## src/rtl/fc_pkg.sv

```systemverilog
package fc_pkg;
  typedef enum logic [2:0] {
    STALL_NONE  = 3'd0,
    STALL_FETCH = 3'd1,
    STALL_JUMP  = 3'd2,
    STALL_DBLBR = 3'd3,
    STALL_OVFL  = 3'd4
  } stall_e;

  localparam int unsigned NUM_CAUSES = 4;
endpackage

```

## src/rtl/fc_stall_arb.sv

```systemverilog
module fc_stall_arb
  import fc_pkg::*;
(
  input  logic   inst_valid,
  input  logic   miss_any,
  input  logic   r31_busy,
  input  logic   is_jump,
  input  logic   is_cond,
  input  logic   br_unverified,
  input  logic   nt_full,
  output stall_e cause
);
  // request bit i maps to cause code i+1; lower index wins
  logic [NUM_CAUSES-1:0] req;

  assign req[0] = inst_valid && miss_any;
  assign req[1] = inst_valid && is_jump && r31_busy;
  assign req[2] = inst_valid && is_cond && br_unverified;
  assign req[3] = inst_valid && nt_full;

  always_comb begin
    cause = STALL_NONE;
    for (int i = NUM_CAUSES - 1; i >= 0; i--) begin
      if (req[i]) cause = stall_e'(3'(i + 1));
    end
  end
endmodule

```

## src/rtl/fc_pc_sel.sv

```systemverilog
module fc_pc_sel #(
  parameter int unsigned PC_W    = 16,
  parameter logic [PC_W-1:0] IRQ_VEC = '1
) (
  input  logic [PC_W-1:0] cur_pc,
  input  logic            redirect,
  input  logic [PC_W-1:0] fix_pc,
  input  logic            irq,
  input  logic            dispatch,
  input  logic            is_jump,
  input  logic            is_ubr,
  input  logic            is_cond,
  input  logic            pred_taken,
  input  logic [PC_W-1:0] offset,
  input  logic [PC_W-1:0] r31_value,
  output logic [PC_W-1:0] next_pc
);
  localparam logic [PC_W-1:0] STEP = PC_W'(1);

  logic [PC_W-1:0] seq_pc;
  logic [PC_W-1:0] rel_pc;
  logic            take_rel;

  assign seq_pc   = cur_pc + STEP;
  assign rel_pc   = cur_pc + offset;
  assign take_rel = is_ubr || (is_cond && pred_taken);

  // six sources: repair target, vector, hold, register target, relative, sequential
  always_comb begin
    if (redirect)      next_pc = fix_pc;
    else if (irq)      next_pc = IRQ_VEC;
    else if (!dispatch) next_pc = cur_pc;
    else if (is_jump)  next_pc = r31_value;
    else if (take_rel) next_pc = rel_pc;
    else               next_pc = seq_pc;
  end
endmodule

```

## src/rtl/fc_tag_ctr.sv

```systemverilog
module fc_tag_ctr #(
  parameter int unsigned TAG_W = 4
) (
  input  logic             clk,
  input  logic             rst,
  input  logic             adv,
  output logic [TAG_W-1:0] tag
);
  always_ff @(posedge clk) begin
    if (rst)      tag <= '0;
    else if (adv) tag <= tag + TAG_W'(1);
  end
endmodule

```

## src/rtl/fetch_ctrl.sv

```systemverilog
module fetch_ctrl
  import fc_pkg::*;
#(
  parameter int unsigned     PC_W     = 16,
  parameter int unsigned     TAG_W    = 4,
  parameter logic [PC_W-1:0] RESET_PC = '0,
  parameter logic [PC_W-1:0] IRQ_VEC  = '1
) (
  input  logic             clk,
  input  logic             rst,
  input  logic             inst_valid,
  input  logic             icache_miss,
  input  logic             itlb_miss,
  input  logic             r31_busy,
  input  logic             nt_full,
  input  logic             is_jump,
  input  logic             is_ubr,
  input  logic             is_cond,
  input  logic             pred_taken,
  input  logic [PC_W-1:0]  br_offset,
  input  logic [PC_W-1:0]  r31_value,
  input  logic             verify_valid,
  input  logic             verify_wrong,
  input  logic [PC_W-1:0]  fix_pc,
  input  logic             irq,
  output logic [PC_W-1:0]  fetch_pc,
  output logic             dispatch_en,
  output logic [2:0]       stall_cause,
  output logic [TAG_W-1:0] inst_tag,
  output logic             ckpt_save,
  output logic             repair
);
  stall_e          cause;
  logic            br_unverified;
  logic            mispredict;
  logic [PC_W-1:0] next_pc;

  assign mispredict = verify_valid && verify_wrong;

  fc_stall_arb u_arb (
    .inst_valid    (inst_valid),
    .miss_any      (icache_miss || itlb_miss),
    .r31_busy      (r31_busy),
    .is_jump       (is_jump),
    .is_cond       (is_cond),
    .br_unverified (br_unverified),
    .nt_full       (nt_full),
    .cause         (cause)
  );

  assign stall_cause = 3'(cause);
  assign dispatch_en = inst_valid && (cause == STALL_NONE) && !mispredict && !irq;

  fc_pc_sel #(.PC_W(PC_W), .IRQ_VEC(IRQ_VEC)) u_pc_sel (
    .cur_pc     (fetch_pc),
    .redirect   (mispredict),
    .fix_pc     (fix_pc),
    .irq        (irq),
    .dispatch   (dispatch_en),
    .is_jump    (is_jump),
    .is_ubr     (is_ubr),
    .is_cond    (is_cond),
    .pred_taken (pred_taken),
    .offset     (br_offset),
    .r31_value  (r31_value),
    .next_pc    (next_pc)
  );

  fc_tag_ctr #(.TAG_W(TAG_W)) u_tag (
    .clk (clk),
    .rst (rst),
    .adv (dispatch_en),
    .tag (inst_tag)
  );

  always_ff @(posedge clk) begin
    if (rst) begin
      fetch_pc      <= RESET_PC;
      br_unverified <= 1'b0;
      ckpt_save     <= 1'b0;
      repair        <= 1'b0;
    end else begin
      fetch_pc  <= next_pc;
      ckpt_save <= dispatch_en && is_cond;
      repair    <= mispredict;
      if (mispredict)                 br_unverified <= 1'b0;
      else if (dispatch_en && is_cond) br_unverified <= 1'b1;
      else if (verify_valid)          br_unverified <= 1'b0;
    end
  end
endmodule

```

## config.mk

```make
export PLATFORM = sky130hd
export DESIGN_NAME = fetch_ctrl
export DESIGN_NICKNAME = d
export VERILOG_FILES = /design/src/rtl/fc_pkg.sv /design/src/rtl/fc_stall_arb.sv /design/src/rtl/fc_pc_sel.sv /design/src/rtl/fc_tag_ctr.sv /design/src/rtl/fetch_ctrl.sv
export SDC_FILE = /design/constraint.sdc
export NUM_CORES = 1
export LEC_CHECK = 0
export ABC_AREA = 1
export BUFFER_PORTS_ARGS = -buffer_cell sky130_fd_sc_hd__buf_2
export CORE_ASPECT_RATIO = 0.5
export CORE_MARGIN = 5
export CORE_UTILIZATION = 25
export DETAILED_ROUTE_END_ITERATION = 12
export PLACE_DENSITY = 0.45
export SETUP_SLACK_MARGIN = 0.02
export SLEW_MARGIN = 20
export SYNTH_ARGS = -nofsm -noshare
export SYNTH_HDL_FRONTEND = slang
export SYNTH_SLANG_ARGS = --single-unit
```

## constraint.sdc

```tcl
create_clock -name clk -period 3.7 [get_ports clk]
set_input_delay 0.74 -clock clk [delete_from_list [all_inputs] [get_ports clk]]
set_output_delay 0.74 -clock clk [all_outputs]
set_load 0.01 [all_outputs]
```

==> qor.yml <==
clock_tree:
  path_clk_slew_ns: 0.07
  cts_setup_buffers: 0
  clockRootBuffer: "clkbuf_16"
  cts_resized: 0
  htreeDepth: 1
  cts_sinks: 23
  clk_latency_ns: 0.27
  tritoncts: "built"
  cts_made_buffers: 3
  postCtsHoldBufs: 0
  cts_buffer_depth: 2
outcome:
  status: "completed"
min_path:
  hp-start: "u_tag.tag[2]$_SDFFE_PP0P_"
  min_delay_worst_endpoint: "u_tag.tag[2]$_SDFFE_PP0P_"
  hold_depth: 2
  hold_path.class: "reg2reg"
synthesis:
  avgSynthCellArea_um2: 5.83
  syn_area_um2: 2350
  synth_nets: 482
  syn_inst: 403
  yosysUniqueCellTypes: 37
  synth_top_area_share_pct: 19.6
  synth_top_area_cell: "nand2_1"
  yosys-top-cells-area: "nand2_1 20%, dfxtp_1 20%, inv_1 10%"
  synth_warnings: 0
  ys_seq_elements: 23
  seq_area_frac_synth_pct: 19.6
setup_path:
  crit_fanout: 19
  rr_endpoint: "fetch_pc[6]$_SDFFE_PP0P_"
  cp-end-kind: "primary output"
  regToRegStartpoint: "fetch_pc[0]$_SDFFE_PP0P_"
  path_class: "in2out"
  r2r_slack_ns: 1.74
  r2r_cells: 11
  start_kind: "primary input"
  critPathArrivalTime_ns: 1.92
  cp.required_ns: 2.96
detailed_routing:
  num_vias: 2612
  first_pass_iters: 4
  routedWlPerCell_um: 13.0
  viasPerCell: 4.32
  drt_wl_total_mm: 7.87
  drtIter0Drc: 71
  drt_drc_violations_left: 0
  antenna_left: 0
layout:
  drive_gt1_share_pct: 25.2
  antennaDiodeCount: 0
  fillers: 1094
  area_growth_syn_to_layout_pct: 25.6
  layout_common_cells: "123 x nand2_1, 87 x buf_2, 65 x inv_1, 38 x nor2_1, 31 x a21oi_1"
  nNetsFinal: 564
  final_area_um2: 2950
  layout_commonest_cell: "nand2_1"
  fin_util_pct: 31.7
grt:
  grt_use_total_pct: 13.3
  grt_start_max_net_pins: 21
  grt_pass1_wl_mm: 12.4
  globalRouteOverflowTotal: 0
  first_global_vias: 2514
  antenna_found_initial: 0
sta:
  max_slew_margin_pct: 59.6
  finalSetupViolations: 0
  tightest_slew_ns: 0.606
  skew_ns: 0.00503
  slew_violations: 0
  post-route-min-period_ns: 2.66
  grt_setup_unrepaired: "no"
  max_freq_mhz: 376
  tns_ns: 0
  finalCritPeriodShare_pct: 71.9
  hold_viol: 0
floorplan:
  chipHeight_um: 78.6
  die_x_um: 147
  core-area_um2: 9320
  initial_core_util_pct: 25.2
  io_pins: 88
  rows: 25
  die_area_um2: 11600
placement:
  globalplace.congestion: 0.829
  dp_hpwl_mm: 6.38
  post_dp_cell_area_um2: 2870
  port_buffers: 87
power_and_ir_drop:
  irDropWorstVdd_v: 0.000151
  cellPowerDensity_nw_per_um2: 295
  leakage_nw: 1.70
job:
  drv_cap: 0
final cells by class:
class	count	area [µm²]	area share [%]
multi-input combinational	301	1560	52.8
sequential	23	460	15.6
timing repair buffer	88	443	15.0
inverter	68	255	8.64
tap	121	151	5.13
clock buffer	3	75.1	2.54
clock inverter	1	7.51	0.254
cells by family after synthesis:
family | synth area share, %
AOI/OAI and AO/OA | 14.7
adders and majority gates | 9.37
buffers and inverters | 14.0
DFF | 19.6
and+or+nand+nor | 41.6
xor gates and xnor gates | 0.745
synthesized netlist by cell type:
| cell | instances |
|---|---|
| nand3_1 | 24 |
| a21oi_2 | 6 |
| o21ai_2 | 2 |
| inv_2 | 3 |
| nand4_1 | 2 |
| nand2_2 | 2 |
| dfxtp_1 | 23 |
| a31oi_2 | 1 |
| clkbuf_1 | 3 |
| clkbuf_2 | 1 |
| nor2_4 | 3 |
| o21ai_1 | 10 |
| or2_1 | 2 |
| nand3_2 | 1 |
| buf_2 | 2 |
| o21ai_0 | 10 |
| ha_1 | 16 |
| nand3b_1 | 3 |
| or2_4 | 1 |
| buf_1 | 1 |
| or2_2 | 5 |
| fa_1 | 1 |
| inv_1 | 65 |
| nor2_1 | 38 |
| or2_0 | 3 |
| nand2_4 | 1 |
| o31ai_1 | 1 |
| and3_1 | 1 |
| a21oi_1 | 31 |
| nand2_1 | 123 |
| nor3_2 | 1 |
| nor4_1 | 1 |
| and2_1 | 1 |
| nor3_1 | 5 |
| buf_6 | 4 |
| xor2_1 | 2 |
| nor2_2 | 4 |
layer usage:
layer | wire length, µm | global-route usage (%)
met5 | 0 | 0
met3 | 390 | 3.29
met1 | 4150 | 18.6
met4 | 21 | 1.77
met2 | 3310 | 21.2
worst max-delay path by stage:
| stage | startpoint | endpoint | slack (ns) | cells after the start |
|---|---|---|---|---|
| after floorplan | is_cond | fetch_pc[6]$_SDFFE_PP0P_ | 1.05 | 15 |
| final | is_jump | dispatch_en | 1.04 | 9 |
| after CTS | is_jump | dispatch_en | 1.03 | 9 |
| after global routing | is_cond | fetch_pc[12]$_SDFFE_PP0P_ | 0.86 | 17 |
| after global placement | is_cond | fetch_pc[6]$_SDFFE_PP0P_ | 0.79 | 16 |
| after detailed placement | is_cond | fetch_pc[6]$_SDFFE_PP0P_ | 0.77 | 16 |
state kept, by name, indices dropped and copies added (netlist names):
register       flops
br_unverified      1
ckpt_save          1
fetch_pc          16
repair             1
u_tag.tag          4
worst max-delay path, cell delays in order:
cell and delay, ns:
buf_2 0.36, nand2_1 0.12, o21ai_1 0.13, nand2_1 0.10, nand2_2 0.08, nor2_4 0.05
nand2_2 0.13, inv_2 0.07, buf_2 0.14
metrics by stage:
stage	std cells	total power (W)	setup WS [ns]	hold slack, ns
floorplan	403	0.000516	1.05	0.489
CTS	605	0.000885	1.03	0.493
detailed placement	601	0.000626	0.769	0.480
global placement	601	0.000626	0.789	0.479
finish	605	0.000871	1.04	0.487
global route	605	0.000941	0.857	0.513
where the power goes:
part           leakage, nW  total, W  internal (W)  switching, W
registers            0.190  0.000284      0.000266     0.0000184
clock network       0.0371  0.000254      0.000147      0.000107
logic                 1.47  0.000332      0.000131      0.000201
total                 1.70  0.000871      0.000545      0.000326
Power figures use the tool's default switching activity.
